[config.mk]
export PLATFORM = sky130hd
export DESIGN_NAME = cfg_port_decoder
export DESIGN_NICKNAME = d
export VERILOG_FILES = /design/src/rtl/cfgdec_pkg.sv /design/src/rtl/cfgdec_ptr_reg.sv /design/src/rtl/cfgdec_router.sv /design/src/rtl/cfgdec_seq.sv /design/src/rtl/cfg_port_decoder.sv
export SDC_FILE = /design/constraint.sdc
export NUM_CORES = 1
export LEC_CHECK = 0
export ABC_AREA = 1
export ABC_CLOCK_PERIOD_IN_PS = 2200
export BUFFER_PORTS_ARGS = -buffer_cell sky130_fd_sc_hd__buf_2
export CAP_MARGIN = 20
export CORE_MARGIN = 1.5
export CORE_UTILIZATION = 40
export CTS_BUF_LIST = sky130_fd_sc_hd__clkbuf_4
export DETAILED_ROUTE_END_ITERATION = 8
export GPL_TIMING_DRIVEN = 0
export MAX_ROUTING_LAYER = met4
export PLACE_DENSITY = 0.68
export SYNTH_ARGS = -nofsm -noshare
export SYNTH_HDL_FRONTEND = slang
export SYNTH_SLANG_ARGS = --single-unit
[constraint.sdc]
create_clock -name clk -period 2.2 [get_ports clk]
set_input_delay 0.22 -clock clk [delete_from_list [all_inputs] [get_ports clk]]
set_output_delay 0.22 -clock clk [all_outputs]
set_load 0.005 [all_outputs]
[src/rtl/cfgdec_pkg.sv]
package cfgdec_pkg;

    localparam int IO_AW  = 14;
    localparam int DW     = 32;
    localparam int BEW    = DW / 8;
    localparam int BUS_W  = 8;
    localparam int DEV_W  = 5;
    localparam int FN_W   = 3;
    localparam int OFF_W  = 6;

    localparam int EN_BIT  = 31;
    localparam int BUS_LSB = 16;
    localparam int DEV_LSB = 11;
    localparam int FN_LSB  = 8;
    localparam int OFF_LSB = 2;

    // writable bits of the pointer register: enable and bus..offset
    localparam logic [DW-1:0] PTR_RW_MASK = 32'h80FF_FFFC;

    typedef enum logic [2:0] {
        RT_PTR_WR,
        RT_PTR_RD,
        RT_LOCAL,
        RT_DOWN,
        RT_ABORT,
        RT_PASS
    } route_e;

    typedef enum logic [2:0] {
        ST_IDLE,
        ST_WAIT_LOC,
        ST_WAIT_DN,
        ST_WAIT_PT,
        ST_RESP
    } state_e;

    typedef struct packed {
        logic [BUS_W-1:0] bus;
        logic [DEV_W-1:0] dev;
        logic [FN_W-1:0]  func;
        logic [OFF_W-1:0] off;
        logic [BEW-1:0]   be;
        logic             write;
        logic [DW-1:0]    wdata;
    } cfg_req_t;

    typedef struct packed {
        logic             write;
        logic [IO_AW-1:0] dwaddr;
        logic [BEW-1:0]   be;
        logic [DW-1:0]    wdata;
    } io_req_t;

    function automatic logic [DW-1:0] ptr_sanitize(input logic [DW-1:0] v);
        return v & PTR_RW_MASK;
    endfunction

endpackage

[src/rtl/cfgdec_ptr_reg.sv]
module cfgdec_ptr_reg
    import cfgdec_pkg::*;
(
    input  logic          clk,
    input  logic          rst,
    input  logic          wr_en,
    input  logic [DW-1:0] wr_data,
    output logic [DW-1:0] q
);

    logic [DW-1:0] q_r;

    always_ff @(posedge clk) begin
        if (rst) begin
            q_r <= '0;
        end else if (wr_en) begin
            q_r <= ptr_sanitize(wr_data);
        end
    end

    assign q = q_r;

    // pointer only moves on a full-DWORD write strobe
    assert_ptr_hold_R3: assert property (@(posedge clk) disable iff (rst)
        !wr_en |=> $stable(q_r));

endmodule

[src/rtl/cfgdec_router.sv]
module cfgdec_router
    import cfgdec_pkg::*;
#(
    parameter logic [IO_AW-1:0] PTR_PORT   = 14'h33E,
    parameter logic [IO_AW-1:0] DATA_PORT  = 14'h33F,
    parameter int               LOCAL_DEVS = 8
) (
    input  io_req_t          io_in,
    input  logic [DW-1:0]    ptr_q,
    input  logic [BUS_W-1:0] sec_bus,
    output route_e           route,
    output cfg_req_t         cfg_out
);

    logic             en;
    logic [BUS_W-1:0] bus;
    logic [DEV_W-1:0] dev;
    logic             full_dw;

    assign en      = ptr_q[EN_BIT];
    assign bus     = ptr_q[BUS_LSB +: BUS_W];
    assign dev     = ptr_q[DEV_LSB +: DEV_W];
    assign full_dw = (io_in.be == {BEW{1'b1}});

    always_comb begin
        cfg_out.bus   = bus;
        cfg_out.dev   = dev;
        cfg_out.func  = ptr_q[FN_LSB +: FN_W];
        cfg_out.off   = ptr_q[OFF_LSB +: OFF_W];
        cfg_out.be    = io_in.be;
        cfg_out.write = io_in.write;
        cfg_out.wdata = io_in.wdata;
    end

    always_comb begin
        route = RT_PASS;
        if (io_in.dwaddr == PTR_PORT && full_dw) begin
            route = io_in.write ? RT_PTR_WR : RT_PTR_RD;
        end else if (io_in.dwaddr == DATA_PORT && en) begin
            if (bus == '0) begin
                route = (int'(dev) < LOCAL_DEVS) ? RT_LOCAL : RT_DOWN;
            end else if (bus == sec_bus) begin
                route = RT_DOWN;
            end else begin
                route = RT_ABORT;
            end
        end
    end

endmodule

[src/rtl/cfgdec_seq.sv]
module cfgdec_seq
    import cfgdec_pkg::*;
(
    input  logic          clk,
    input  logic          rst,
    input  logic          io_req,
    input  io_req_t       io_in,
    input  route_e        route,
    input  cfg_req_t      cfg_in,
    input  logic [DW-1:0] ptr_q,
    input  logic          loc_ack,
    input  logic [DW-1:0] loc_rdata,
    input  logic          dn_ack,
    input  logic [DW-1:0] dn_rdata,
    input  logic          pt_ack,
    input  logic [DW-1:0] pt_rdata,
    output logic          ptr_wr_en,
    output logic          io_ready,
    output logic [DW-1:0] io_rdata,
    output logic          loc_req,
    output logic          dn_req,
    output logic          pt_req,
    output cfg_req_t      cfg_q,
    output io_req_t       pt_q
);

    state_e        state;
    logic [DW-1:0] rdata_q;
    logic          loc_q, dn_q, pt_v;
    logic          accept;

    assign accept    = (state == ST_IDLE) && io_req;
    assign ptr_wr_en = accept && (route == RT_PTR_WR);

    always_ff @(posedge clk) begin
        if (rst) begin
            state   <= ST_IDLE;
            rdata_q <= '0;
            loc_q   <= 1'b0;
            dn_q    <= 1'b0;
            pt_v    <= 1'b0;
            cfg_q   <= '0;
            pt_q    <= '0;
        end else begin
            case (state)
                ST_IDLE: begin
                    if (io_req) begin
                        case (route)
                            RT_PTR_WR: begin
                                rdata_q <= '0;
                                state   <= ST_RESP;
                            end
                            RT_PTR_RD: begin
                                rdata_q <= ptr_q;
                                state   <= ST_RESP;
                            end
                            RT_LOCAL: begin
                                cfg_q <= cfg_in;
                                loc_q <= 1'b1;
                                state <= ST_WAIT_LOC;
                            end
                            RT_DOWN: begin
                                cfg_q <= cfg_in;
                                dn_q  <= 1'b1;
                                state <= ST_WAIT_DN;
                            end
                            RT_ABORT: begin
                                rdata_q <= io_in.write ? '0 : '1;
                                state   <= ST_RESP;
                            end
                            default: begin
                                pt_q  <= io_in;
                                pt_v  <= 1'b1;
                                state <= ST_WAIT_PT;
                            end
                        endcase
                    end
                end
                ST_WAIT_LOC: begin
                    if (loc_ack) begin
                        loc_q   <= 1'b0;
                        rdata_q <= cfg_q.write ? '0 : loc_rdata;
                        state   <= ST_RESP;
                    end
                end
                ST_WAIT_DN: begin
                    if (dn_ack) begin
                        dn_q    <= 1'b0;
                        rdata_q <= cfg_q.write ? '0 : dn_rdata;
                        state   <= ST_RESP;
                    end
                end
                ST_WAIT_PT: begin
                    if (pt_ack) begin
                        pt_v    <= 1'b0;
                        rdata_q <= pt_q.write ? '0 : pt_rdata;
                        state   <= ST_RESP;
                    end
                end
                default: state <= ST_IDLE;
            endcase
        end
    end

    assign io_ready = (state == ST_RESP);
    assign io_rdata = rdata_q;
    assign loc_req  = loc_q;
    assign dn_req   = dn_q;
    assign pt_req   = pt_v;

    assert_one_target_R10: assert property (@(posedge clk) disable iff (rst)
        $onehot0({loc_q, dn_q, pt_v}));

    assert_cfg_hold_R10: assert property (@(posedge clk) disable iff (rst)
        ((loc_q && !loc_ack) || (dn_q && !dn_ack)) |=> ((loc_q || dn_q) && $stable(cfg_q)));

    assert_pt_hold_R10: assert property (@(posedge clk) disable iff (rst)
        (pt_v && !pt_ack) |=> (pt_v && $stable(pt_q)));

    assert_ready_pulse_R11: assert property (@(posedge clk) disable iff (rst)
        io_ready |=> !io_ready);

    assert_ack_completes_R11: assert property (@(posedge clk) disable iff (rst)
        ((loc_q && loc_ack) || (dn_q && dn_ack) || (pt_v && pt_ack)) |=> io_ready);

    assert_abort_ones_R8: assert property (@(posedge clk) disable iff (rst)
        (accept && route == RT_ABORT && !io_in.write) |=> (io_ready && io_rdata == '1));

endmodule

[src/rtl/cfg_port_decoder.sv]
module cfg_port_decoder
    import cfgdec_pkg::*;
#(
    parameter logic [IO_AW-1:0] PTR_PORT   = 14'h33E,
    parameter logic [IO_AW-1:0] DATA_PORT  = 14'h33F,
    parameter int               LOCAL_DEVS = 8
) (
    input  logic             clk,
    input  logic             rst,
    input  logic [BUS_W-1:0] sec_bus,
    input  logic             io_req,
    input  logic             io_write,
    input  logic [IO_AW-1:0] io_dwaddr,
    input  logic [BEW-1:0]   io_be,
    input  logic [DW-1:0]    io_wdata,
    output logic             io_ready,
    output logic [DW-1:0]    io_rdata,
    output logic             loc_req,
    output logic             dn_req,
    output logic [BUS_W-1:0] cfg_bus,
    output logic [DEV_W-1:0] cfg_dev,
    output logic [FN_W-1:0]  cfg_func,
    output logic [OFF_W-1:0] cfg_off,
    output logic [BEW-1:0]   cfg_be,
    output logic             cfg_write,
    output logic [DW-1:0]    cfg_wdata,
    input  logic             loc_ack,
    input  logic [DW-1:0]    loc_rdata,
    input  logic             dn_ack,
    input  logic [DW-1:0]    dn_rdata,
    output logic             pt_req,
    output logic             pt_write,
    output logic [IO_AW-1:0] pt_dwaddr,
    output logic [BEW-1:0]   pt_be,
    output logic [DW-1:0]    pt_wdata,
    input  logic             pt_ack,
    input  logic [DW-1:0]    pt_rdata
);

    io_req_t       io_in;
    route_e        route;
    cfg_req_t      cfg_dec;
    cfg_req_t      cfg_q;
    io_req_t       pt_q;
    logic [DW-1:0] ptr_q;
    logic          ptr_wr_en;

    assign io_in = '{write: io_write, dwaddr: io_dwaddr, be: io_be, wdata: io_wdata};

    cfgdec_ptr_reg u_ptr (
        .clk     (clk),
        .rst     (rst),
        .wr_en   (ptr_wr_en),
        .wr_data (io_wdata),
        .q       (ptr_q)
    );

    cfgdec_router #(
        .PTR_PORT   (PTR_PORT),
        .DATA_PORT  (DATA_PORT),
        .LOCAL_DEVS (LOCAL_DEVS)
    ) u_router (
        .io_in   (io_in),
        .ptr_q   (ptr_q),
        .sec_bus (sec_bus),
        .route   (route),
        .cfg_out (cfg_dec)
    );

    cfgdec_seq u_seq (
        .clk       (clk),
        .rst       (rst),
        .io_req    (io_req),
        .io_in     (io_in),
        .route     (route),
        .cfg_in    (cfg_dec),
        .ptr_q     (ptr_q),
        .loc_ack   (loc_ack),
        .loc_rdata (loc_rdata),
        .dn_ack    (dn_ack),
        .dn_rdata  (dn_rdata),
        .pt_ack    (pt_ack),
        .pt_rdata  (pt_rdata),
        .ptr_wr_en (ptr_wr_en),
        .io_ready  (io_ready),
        .io_rdata  (io_rdata),
        .loc_req   (loc_req),
        .dn_req    (dn_req),
        .pt_req    (pt_req),
        .cfg_q     (cfg_q),
        .pt_q      (pt_q)
    );

    assign cfg_bus   = cfg_q.bus;
    assign cfg_dev   = cfg_q.dev;
    assign cfg_func  = cfg_q.func;
    assign cfg_off   = cfg_q.off;
    assign cfg_be    = cfg_q.be;
    assign cfg_write = cfg_q.write;
    assign cfg_wdata = cfg_q.wdata;

    assign pt_write  = pt_q.write;
    assign pt_dwaddr = pt_q.dwaddr;
    assign pt_be     = pt_q.be;
    assign pt_wdata  = pt_q.wdata;

    // a configuration request only exists while the pointer enable is set
    assert_cfg_needs_en_R5: assert property (@(posedge clk) disable iff (rst)
        (loc_req || dn_req) |-> ptr_q[EN_BIT]);

    // local requests only target low devices on bus zero
    assert_local_scope_R5: assert property (@(posedge clk) disable iff (rst)
        loc_req |-> (cfg_bus == '0 && int'(cfg_dev) < LOCAL_DEVS));

endmodule

* Word level (Yosys, flattened, before mapping)
Index checks and enable logic that the tools add are counted.
** Word-level totals
- Register bits after elaboration :: 171
- Input bits :: 161
- Output and inout port bits :: 146
- Word-level logic and storage cells :: 94
** Operators by class
- $lt $le $gt $ge :: 1
- Equality and inequality tests :: 20
- Mux-type cells :: 34
- Bitwise operators :: 1
- Reductions and logical operators :: 21
** Operators with widths (count)
- $mux W32 :: 8
- $pmux W32 S4 :: 1
- $pmux W32 S3 :: 1
- $eq A14 B10 Y1 const B :: 2
- $mux W3 :: 8
- $reduce_and A4 Y1 :: 4
- $ne A2 B2 Y1 const B :: 7
- $eq A3 B2 Y1 const B :: 4
- $pmux W3 S4 :: 1
- $mux W1 :: 11
- $pmux W3 S3 :: 1
- $eq A8 B8 Y1 :: 1
- $logic_not A8 Y1 :: 1
- $eq A3 B1 Y1 const B :: 2
- $eq A3 B3 Y1 const B :: 2
- $logic_not A3 Y1 :: 2
- $pmux W1 S2 :: 3
- $reduce_and A3 Y1 :: 2
- $reduce_and A6 Y1 :: 1
- $reduce_bool A2 Y1 :: 3
- $lt A5 B4 Y1 const B :: 1
- $reduce_or A5 Y1 :: 1
- $eq A4 B4 Y1 const B :: 1
- $logic_and A1 B1 Y1 :: 4
- 5 further kinds :: 5

* Depth between registers and ports, before layout
Gate-level depths: netlist (run 1).
- Word-level depth :: 10
- Gate-level depth with buffers :: 18
- Gate-level depth less buffers :: 16

* By module
A second synthesis (run 1) with hierarchy kept.
** Unflattened totals
- Cell total of the unflattened synthesis :: 1345
- Area total of the unflattened synthesis :: 8668.3 sq um
** By module, submodules not included
- cfgdec_seq :: times used 1, cells each 1063, area an instance 6894.1 sq um, sequential area each 2962.8 sq um
- cfgdec_ptr_reg :: times used 1, cells each 156, area an instance 1033.5 sq um, sequential area each 460.4 sq um
- cfgdec_router :: times used 1, cells each 126, area an instance 740.7 sq um, sequential area each 0.0 sq um

* Worst setup path after synthesis (run 1)
OpenSTA, ideal clock, no wires.
- Path type :: register -> register
- Start :: reg u_ptr.q_r[21], in the netlist u_ptr.q[21]
- End :: reg u_seq.rdata_q[11], in the netlist u_seq.io_rdata[11]
- Library setup time :: 0.114 ns
- Data arrival time :: 1.618 ns
- Required time :: 2.086 ns
- Setup slack :: 0.468 ns
- Stages on the path, launching flop included :: 19
- Path buffers :: 2
- Clock period less this slack :: 1.732 ns
- Path through :: dfxtp_1 inv_1 nand2_1 nand2_1 nand2_1 nor2_1 nand2_2 nand2_4 nand2_2 nand2_2 nand2_4 nand2_4 nand2_8 nand2_4 buf_8 buf_12 nand2_4 nand2_2 nor2_2
** On the way
- Longest elaborated chain between the ends :: 9
- Elaborated cells between the ends (all ways) :: 14
- Those cells by class :: 4 x eq/ne; 7 x mux; 3 x reduce/logical
** Ends and longest elaborated chain
- start: declaration :: line cfgdec_ptr_reg.sv:11 : logic [DW-1:0] q_r;
- start signal: assignment :: line cfgdec_ptr_reg.sv:17 : q_r <= ptr_sanitize(wr_data);
- $eq A8 B8 Y1 :: line cfgdec_router.sv:42 : end else if (bus == sec_bus) begin
- $mux W3 :: line cfgdec_router.sv:42
- $mux W3 * :: line cfgdec_router.sv:40 : if (bus == '0) begin
- $mux W3 * :: line cfgdec_router.sv:39 : end else if (io_in.dwaddr == DATA_PORT && en) begin
- $mux W3 * :: line cfgdec_router.sv:37 : if (io_in.dwaddr == PTR_PORT && full_dw) begin
- $eq A3 B3 Y1, or another cell as far along :: line cfgdec_seq.sv:48 : case (route)
- $pmux W32 S3 :: line cfgdec_seq.sv:48
- $mux W32 :: line cfgdec_seq.sv:47 : if (io_req) begin
- $pmux W32 S4 :: line cfgdec_seq.sv:45 : case (state)
- end signal: assignment :: line cfgdec_seq.sv:54 : rdata_q <= ptr_q;
- end signal: assignment :: line cfgdec_seq.sv:68 : rdata_q <= io_in.write ? '0 : '1;
- end signal: assignment :: line cfgdec_seq.sv:82 : rdata_q <= cfg_q.write ? '0 : loc_rdata;
- end: declaration :: line cfgdec_seq.sv:28 : logic [DW-1:0] rdata_q;
Every way passes the cells marked *; elsewhere a longest branch is shown, timed or not. The select of a mux whose other input is x is not followed.
A chain may end at the register's enable or synchronous reset.

* Worst setup path in the final report (run 1)
- Start :: reg u_seq.state[1]
- End :: reg u_seq.rdata_q[17], in the netlist u_seq.io_rdata[17]
** On the way
- Longest elaborated chain between the ends :: 3
- Elaborated cells between the ends (all ways) :: 12
- Those cells by class :: 8 x eq/ne; 1 x mux; 3 x reduce/logical
** Ends and longest elaborated chain
- start: declaration :: line cfgdec_seq.sv:27 : state_e state;
- start signal: assignment :: line cfgdec_seq.sv:37 : state <= ST_IDLE;
- start signal: assignment :: line cfgdec_seq.sv:51 : state <= ST_RESP;
- start signal: assignment :: line cfgdec_seq.sv:55 : state <= ST_RESP;
- $eq A3 B1 Y1, or another cell as far along :: line cfgdec_seq.sv:45
- $reduce_bool A4 Y1 (no source line), or another cell as far along
- $reduce_and A6 Y1 (no source line)
Several ways; a longest one is shown, not always the timed one.

==> results.yml, run 1 <==
critical_path:
  crit_path_start: "u_seq.state[1]"
  slowest_stage: "dfxtp_1"
  critical_path_class: "flop to flop"
  crit_path_end_kind: "flop"
  slowest_delay_ns: 0.53
  timing.rr.end: "u_seq.io_rdata[17]"
  worstPathMaxFanout: 10
  required_ns: 2.72
  ff2ff_setup_slack_ns: 0.1
  crit_end: "u_seq.io_rdata[17]"
  r2r_cells: 9
  cp.arrival_ns: 2.63
  crit_top_cell: "nand3_1"
  rr_startpoint: "u_seq.state[1]"
  critPathLaunchType: "flop"
  crit_chain: "nand3_1 -> inv_1 -> clkbuf_1 -> nand2_1 -> a21oi_1 -> a31oi_1 -> nand3_1 -> nor2_1 -> nor2_2"
global_routing:
  grt_max_degree: 17
  grt.overflow.total: 0
  grt_pass1_wl_um: 41400
  track_usage: 0.273
  grt_pass1_vias: 7945
  antenna_found_initial: 4
timing:
  relSlewSlack: 0.563
  skew_ns: 0.0252
  setup_violations: 0
  fin_crit_sh: 0.956
  tightest_slew_ns: 0.656
  fmax_mhz: 476
  hold_viol: 0
  maxSlewViolCount: 0
  whs_ns: 0.0425
  period_needed_ns: 2.10
clocking:
  cts_buffers: 17
  h-tree-depth: 4
  clock-root-buffer: "clkbuf_4"
  clk_pin_slew_ns: 0.15
  clock_latency_ns: 0.58
  cts_buffer_depth: 2
  clkSinkCount: 171
  tritoncts: "built"
power_and_ir_drop:
  p_total_uw: 7320
  switching_share: 0.322
  p_seq_frac: 0.473
  power_frac_comb: 0.250
  cellLeakagePower_uw: 0.00506
  power_switching_uw: 2360
  p_clk_frac: 0.277
  powerDensity_nw_per_um2: 684
  vdd_ir_drop_max_mv: 0.274
  power.internal_uw: 4960
logic_synthesis:
  synth_top_area_cell: "dfxtp_1"
  ys_seq_elements: 171
  syn_area_um2: 7860
  syn_inst: 1097
  synth.distinct_cells: 37
  yosysSeqAreaShare: 0.436
  synth_top_area_share: 0.436
  syn_nets: 1258
  yosys-top-cells-area: "dfxtp_1 (44%), a21oi_1 (10%), nand2_1 (8.5%)"
  yosysWarnings: 0
  syn_avg_cell_area_um2: 7.16
route:
  wire_per_inst_um: 15.6
  drtAntennaViolNets: 0
  wirelength_um: 27600
  drtPass1Iterations: 5
  first_iter_violations: 417
  drc: 0
  via_count: 8623
  vias_per_cell: 4.89
place:
  dp_hpwl_um: 20900
  place_congestion: 0.877
  numPortBuffers: 306
  dpl_cell_area_um2: 9720
final_layout:
  area_delta_synth_final_pct: 36.2
  layout_commonest_cell: "buf_2"
  layout_common_cells: "buf_2 (327), nand2_1 (177), dfxtp_1 (169)"
  fin_util: 0.553
  drive_above_1_share: 0.297
  fin_nets: 1643
  fin_area_um2: 10700
run:
  drv_cap: 0
floorplan:
  die_w_um: 143
  start_util: 0.406
  rows: 51
  num_io_pins: 307
  core_area_um2: 19300
  die_h_um: 143
  dieArea_um2: 20500
worst_hold_path:
  hp-start: "pt_rdata[20]"
  hp-class: "input pin to flop"
outcome:
  status: "finished clean"
-- critical path, delay by kind of cell (launching register included) --
kind                   cells  cell delay (ns)
AO/OA/AOI/OAI              2             0.24
buffers and inverters      2             0.76
flip-flops                 1             0.53
AND/OR/NAND/NOR            5             0.55
-- kinds of logic after synthesis --
logic type,count (synthesis),share of synthesized area
AO/OA/AOI/OAI,307,0.204
XOR/XNOR,3,0.00335
AND/OR/NAND/NOR,378,0.234
flip-flops,171,0.436
buffers and inverters,238,0.122
-- metal layers --
layer,vias to the layer above,track usage,routed length [um]
met5,-,-,0
met4,0,0.0955,654
met3,43,0.0634,1760
met2,295,0.443,13100
met1,3967,0.333,12100
li1,4318,-,-
-- synthesized netlist by cell type, drive strengths merged --
| master | instances |
|---|---|
| xnor2 | 3 |
| dfxtp | 171 |
| o32ai | 1 |
| a31oi | 23 |
| nand3b | 9 |
| clkbuf | 52 |
| nand4 | 7 |
| clkinv | 1 |
| and3 | 9 |
| nand2b | 1 |
| buf | 23 |
| nor2 | 81 |
| a211oi | 11 |
| nand3 | 57 |
| inv | 162 |
| nor3b | 1 |
| o21ai | 110 |
| nand2 | 206 |
| a21oi | 161 |
| a221oi | 1 |
| nor3 | 7 |
-- metrics by stage --
stage,worst slack [ns],TNS [ns],cells
after CTS,0.00416,0,1761
final,0.0975,0,1765
after floorplan,0.468,0,1097
after detailed placement,-0.0139,-0.0389,1668
after global routing,-0.0149,-0.0366,1764
after global placement,0.0276,0,1668
-- what timing repair did --
action | 4_1_cts | 5_1_grt
buffers inserted | 0 | 0
hold buffers | 61 | 0
setup endpoints to repair | 6 | 113
endpoints found under the hold margin | 116 | 0
resized for setup | 1 | 47
-- worst min path at each step --
stage,end,depth (start not counted)
2_1_floorplan,u_seq.loc_req,1
3_3_place_gp,u_seq.cfg_q[13],2
3_5_place_dp,u_seq.pt_q[32],2
4_1_cts,u_seq.io_rdata[21],5
5_1_grt,u_seq.io_rdata[11],5
6_report,u_seq.io_rdata[20],5
-- flip-flops by register name, indices dropped and copies added (netlist names) --
signal and cells:
u_seq.cfg_q 59, u_seq.pt_q 51, u_seq.dn_req 1, u_seq.io_rdata 32, u_seq.pt_req 1, u_seq.loc_req 1, u_ptr.q 23, u_seq.state 3
-- power groups by stage --
| stage | sequential, uW | combinational, uW | clock [uW] |
|---|---|---|---|
| after floorplan | 3550 | 1010 | 0 |
| after global placement | 3520 | 1700 | 0 |
| after detailed placement | 3530 | 1720 | 0 |
| after CTS | 3470 | 1820 | 2080 |
| after global routing | 3500 | 2040 | 2200 |
| final | 3470 | 1830 | 2030 |
-- final cells by class --
type	instances	area (um^2)
clock buffers	18	135
diodes	5	12.5
plain buffers	74	367
flip-flops and latches	171	3430
multi-input cells	688	3490
fillers	1985	8630
repair buffers	367	2140
clock inverters	14	181
inverters	163	616
well taps	265	332
(Power assumes the default switching activity.)
==> inputs of run 2 (changes only) <==
Settings changed: ABC_CLOCK_PERIOD_IN_PS 2200 to 2300, RECOVER_POWER from default to 25.
Clock period 2.2 ns to 2.3 ns, I/O delays scaled along.
==> run 2 against run 1 <==
Effect of this change:
- clock power is 4% lower
- hold slack worse by 0.0079 ns
- sequential share of layout area is 0.38 points higher
- wire length is 0.12% higher
- critical endpoint is now u_seq.pt_q[21]
- largest cell class unchanged
==> results.yml, run 2 (synthesis results as in run 1) <==
timing:
  hold_viol: 0
  fmax_mhz: 466
  period_needed_ns: 2.14
  tightest_slew_ns: 0.683
  skew_ns: 0.0219
  setup_tns_ns: 0
  rsz0062_at_grt: "false"
  maxSlewViolCount: 0
  whs_ns: 0.0346
  relSlewSlack: 0.545
  setup_violations: 0
  fin_crit_sh: 0.933
worst_hold_path:
  hold_depth: 5
  hp-class: "input pin to flop"
critical_path:
  crit_path_end_kind: "flop"
  worstPathMaxFanout: 10
  critical_path_class: "flop to flop"
  critPathLaunchType: "flop"
  cp.arrival_ns: 2.62
  required_ns: 2.77
  r2r_cells: 12
route:
  wire_per_inst_um: 15.7
  drtPass1Iterations: 5
  drtAntennaViolNets: 0
  drc: 0
  via_count: 8602
  wirelength_um: 27600
  vias_per_cell: 4.88
  first_iter_violations: 427
clocking:
  clock-root-buffer: "clkbuf_4"
  cts_buffer_depth: 2
  h-tree-depth: 4
  clkSinkCount: 171
  clk_pin_slew_ns: 0.15
  cts_buffers: 17
  post-cts-setup-buffers: 0
  tritoncts: "built"
  clock_latency_ns: 0.58
place:
  dp_hpwl_um: 20900
  place_congestion: 0.877
  numPortBuffers: 306
global_routing:
  grt_pass1_vias: 7935
  antenna_found_initial: 4
  grt_pass1_wl_um: 41400
  track_usage: 0.273
  grt_max_degree: 17
  grt.overflow.total: 0
floorplan:
  dieArea_um2: 20500
  die_h_um: 143
  die_w_um: 143
  rows: 51
  num_io_pins: 307
  core_area_um2: 19300
  start_util: 0.406
final_layout:
  regMostFlops: "u_seq.cfg_q"
  fin_nets: 1641
  layout_common_cells: "buf_2 (262), nand2_1 (177), dfxtp_1 (170)"
  layout_commonest_cell: "buf_2"
  largest_reg_flops: 59
  drive_above_1_share: 0.248
  area_delta_synth_final_pct: 34.6
power_and_ir_drop:
  powerDensity_nw_per_um2: 661
  p_total_uw: 6980
  vdd_ir_drop_max_mv: 0.274
  cellLeakagePower_uw: 0.00477
outcome:
  status: "finished clean"
run:
  drv_cap: 0
-- run 2: changes by cell type in the layout (fill, tap and decap cells not counted), moves of 2 or more --
cell	previous run	this run
o21ai_1	8	1
dlygate4sd3_1	61	58
clkbuf_1	35	104
clkbuf_2	13	10
o21ai_0	101	109
nor2_1	64	66
nor2_2	14	12
buf_2	327	262
-- run 2: worst paths after layout --
kind / startpoint / to / slack (ns)
hold reg to reg: u_seq.cfg_q[22] / u_seq.cfg_q[22] / 0.45
setup reg to reg: u_ptr.q[22] / u_seq.pt_q[21] / 0.16
hold / removal: pt_rdata[19] / u_seq.io_rdata[19] / 0.03
setup / recovery: u_ptr.q[22] / u_seq.pt_q[21] / 0.16
-- run 2: area by class of cell --
| class | count | area (um^2) |
|---|---|---|
| clock inverter | 14 | 181 |
| clock buffer | 18 | 135 |
| buffer | 75 | 362 |
| multi-input combinational | 688 | 3480 |
| antenna | 5 | 12.5 |
| timing repair buffer | 364 | 2040 |
| sequential | 171 | 3420 |
| inverter | 163 | 612 |
| tap | 265 | 332 |
| fill | 2033 | 8760 |
-- run 2: metrics by stage --
stage	setup WS, ns	utilization	cell area, um^2	cells
3_3_place_gp	0.128	0.503	9720	1668
3_5_place_dp	0.0861	0.503	9720	1668
4_1_cts	0.0873	0.549	10600	1758
5_1_grt	0.0101	0.547	10600	1762
6_report	0.155	0.547	10600	1763
2_1_floorplan	0.568	-	7860	1097
-- run 2: per-layer routing --
| layer | share of wire | global-route usage | up-vias |
|---|---|---|---|
| met5 | 0 | - | - |
| met3 | 0.066 | 0.0651 | 46 |
| li1 | - | - | 4308 |
| met4 | 0.024 | 0.0955 | 0 |
| met2 | 0.47 | 0.442 | 290 |
| met1 | 0.44 | 0.332 | 3958 |
-- run 2: timing repair --
item	4_1_cts	5_1_grt
endpoints found under the setup margin	0	75
hold endpoints to repair	114	0
gates resized for setup	0	17
hold buffers	58	0
-- run 2: worst max-delay path, cell delays in order (launching register included) --
cell      delay [ns]
dfxtp_1         0.47
xnor2_1         0.15
nand2_1         0.07
nor2_1          0.12
nand2_2         0.08
nand2_4         0.11
nand2_2         0.07
nand2_2         0.10
nand3_1         0.12
clkbuf_4        0.22
clkbuf_2        0.21
o21ai_1         0.25
a21oi_1         0.06
-- run 2: report_power, final --
group,total [uW],switching (uW),internal [uW]
Sequential,3320,121,3200
Clock,1950,1150,793
Combinational,1720,992,726
Total,6980,2270,4720
==> inputs of run 3 (changes only) <==
Settings changed: PLACE_DENSITY 0.68 to 0.66, SYNTH_HIERARCHICAL from default to 1.
==> run 3 against run 2 <==
Effect of this change:
- area after synthesis grew 10%
- largest power group is now combinational cells
- via count grew 13%
- largest cell class unchanged
- clock skew grew 0.011 ns
- register-to-register slack lost 0.05 ns
- highest routed layer unchanged
==> results.yml, run 3 <==
global_routing:
  grt_max_degree: 19
  antenna_found_initial: 4
  grt.overflow.total: 0
  grt_pass1_wl_um: 46900
  grt_pass1_vias: 9072
  track_usage: 0.277
floorplan:
  die_w_um: 150
  core_area_um2: 21200
  num_io_pins: 307
  dieArea_um2: 22600
  die_h_um: 150
  rows: 53
  start_util: 0.410
critical_path:
  required_ns: 2.80
  rr_startpoint: "u_ptr/q[22]"
  critPathLaunchType: "input pin"
  crit_path_end_kind: "flop"
  crit_top_cell: "nand2_1"
  crit_chain: "dlygate4sd3_1 -> buf_2 -> nor2_1 -> nand2_1 -> nor2_1 -> nand2_2 -> nor2_4 -> nand3_1 -> nand2_1 -> inv_2 -> a21oi_1 -> nand2_1 -> nand2_1 -> nand2_1 -> nor2_4 -> buf_6 -> nand2_1 -> nand2_1 -> nor2_1"
  crit_path_start: "io_dwaddr[10]"
  slowest_stage: "dlygate4sd3_1"
  slowest_delay_ns: 0.55
  critical_path_class: "input pin to flop"
  worstPathMaxFanout: 10
  cp.arrival_ns: 2.74
power_and_ir_drop:
  power_switching_uw: 4500
  power_frac_comb: 0.452
  powerDensity_nw_per_um2: 897
  p_total_uw: 10400
  power.internal_uw: 5940
  cellLeakagePower_uw: 0.00557
  p_clk_frac: 0.176
  vdd_ir_drop_max_mv: 0.361
  switching_share: 0.431
  p_seq_frac: 0.373
route:
  first_iter_violations: 792
  met1_length_um: 14000
  routed.top_layer: "met4"
  drc: 0
  wirelength_um: 31000
  drtAntennaViolNets: 0
  wire_per_inst_um: 15.2
  met2_length_um: 14300
  dr_wl_met3_um: 1730
  vias_per_cell: 4.80
  via_count: 9761
  drtPass1Iterations: 5
logic_synthesis:
  synth_flop_cell: "dfxtp_1"
  syn_inst: 1345
  syn_area_um2: 8670
  synth_edf_count: 0
  synthMuxAreaShare: 0
  synth.distinct_cells: 29
  synth_xor_area_frac: 0.00303
  yosysMostFrequentCell: "nor2_1"
  synth_commonest_cells: "nor2_1 (385), nand2_1 (220), dfxtp_1 (171)"
  syn_avg_cell_area_um2: 6.44
  synth_adder_area_share: 0
  synthArstFlopShare: 0
  synth_compound_area_frac: 0.0847
  ys_seq_elements: 171
  synth_top_area_share: 0.395
  synth_top_area_cell: "dfxtp_1"
  yosysSeqAreaShare: 0.395
  yosys-top-cells-area: "dfxtp_1 (39%), nor2_1 (17%), nand2_1 (9.5%)"
  synth_top_family_by_area: "simple AND/OR/NAND/NOR gates"
  synth_simple_gate_area_frac: 0.366
  yosysWarnings: 6
clocking:
  h-tree-depth: 4
  tritoncts: "built"
  clock-root-buffer: "clkbuf_4"
  clkSinkCount: 171
  clk_pin_slew_ns: 0.16
  cts_buffers: 17
  cts_buffer_depth: 2
  clock_latency_ns: 0.59
place:
  numPortBuffers: 306
  dp_hpwl_um: 23700
  place_ws_ns: -0.435
  place_congestion: 0.913
  dpl_cell_area_um2: 10600
final_layout:
  regArea_um2: 3450
  regMostFlops: "u_seq/cfg_q"
  fin_util: 0.550
  nFillCells: 2235
  fin_area_um2: 11600
  fin_nets: 1904
  layout_commonest_cell: "nor2_1"
  layout_common_cells: "nor2_1 (378), buf_2 (266), nand2_1 (218)"
  multi_input_area_um2: 4070
  area_delta_synth_final_pct: 34.3
  largest_reg_flops: 59
  drive_above_1_share: 0.248
timing:
  period_needed_ns: 2.24
  worst_slack_ns: 0.0576
  relSlewSlack: 0.558
  skew_ns: 0.0327
  fmax_mhz: 446
  tightest_slew_ns: 0.663
  setup_violations: 0
  hold_viol: 0
  maxSlewViolCount: 0
  fin_crit_sh: 0.975
worst_hold_path:
  hp-class: "input pin to flop"
  hp-start: "loc_rdata[16]"
run:
  drv_cap: 0
outcome:
  status: "finished clean"
[run 3: per-layer routing]
metal  track usage  up-vias
li1              -     4943
met1         0.366     4448
met2         0.439      311
met3        0.0397       59
met4        0.0887        0
met5             -        -
[run 3: area by class of cell]
type / instances / share of cell area
diodes: 4 / 0.000860
plain buffers: 150 / 0.0817
clock buffers: 17 / 0.0110
clock inverters: 15 / 0.0152
inverters: 109 / 0.0356
multi-input cells: 923 / 0.349
flip-flops and latches: 171 / 0.296
well taps: 275 / 0.0296
repair buffers: 371 / 0.180
[run 3: critical path, delay by kind of cell]
kind                   cells  cell delay, ns
and+or+nand+nor           14            1.43
AOI/OAI and AO/OA          1            0.14
buffers and inverters      4            0.93
[run 3: final timing paths]
check	depth (start not counted)	slack, ns	end
worst min-delay path	5	0.04	u_seq/io_rdata[16]
worst max register to register	15	0.11	u_seq/io_rdata[15]
worst min register to register	2	0.47	u_seq/dn_req
worst max-delay path	19	0.06	u_seq/io_rdata[26]
[run 3: kinds of logic (layout without fill, tap and decap cells)]
logic type,after synthesis,count (layout)
AND/OR/NAND/NOR,765,765
XOR/XNOR,3,3
buffers and inverters,259,662
AO/OA/AOI/OAI,146,146
other,1,13
flip-flops,171,171
[run 3: power groups by stage]
stage / Sequential (uW) / Combinational [uW] / Clock, uW
after floorplan: 3990 / 2760 / 0
after global placement: 3930 / 4440 / 0
after detailed placement: 3950 / 4460 / 0
after CTS: 3880 / 4610 / 1890
after global routing: 3960 / 5310 / 2000
final: 3890 / 4710 / 1840
[run 3: what timing repair did]
action | CTS | global route
resized for setup | 28 | 57
endpoints found under the setup margin | 142 | 151
buffers inserted | 0 | 4
hold endpoints to repair | 93 | 0
pin swaps | 0 | 3
hold buffers | 61 | 0
[run 3: stage by stage]
stage / hold WS [ns] / TNS (ns) / instances
4_1_cts: 0.00710 / 0 / 2027
6_report: 0.0397 / 0 / 2035
2_1_floorplan: 0.302 / 0 / 1353
3_5_place_dp: 0.440 / -33.24 / 1934
5_1_grt: 0.0234 / -3.32 / 2035
3_3_place_gp: 0.437 / -31.09 / 1934
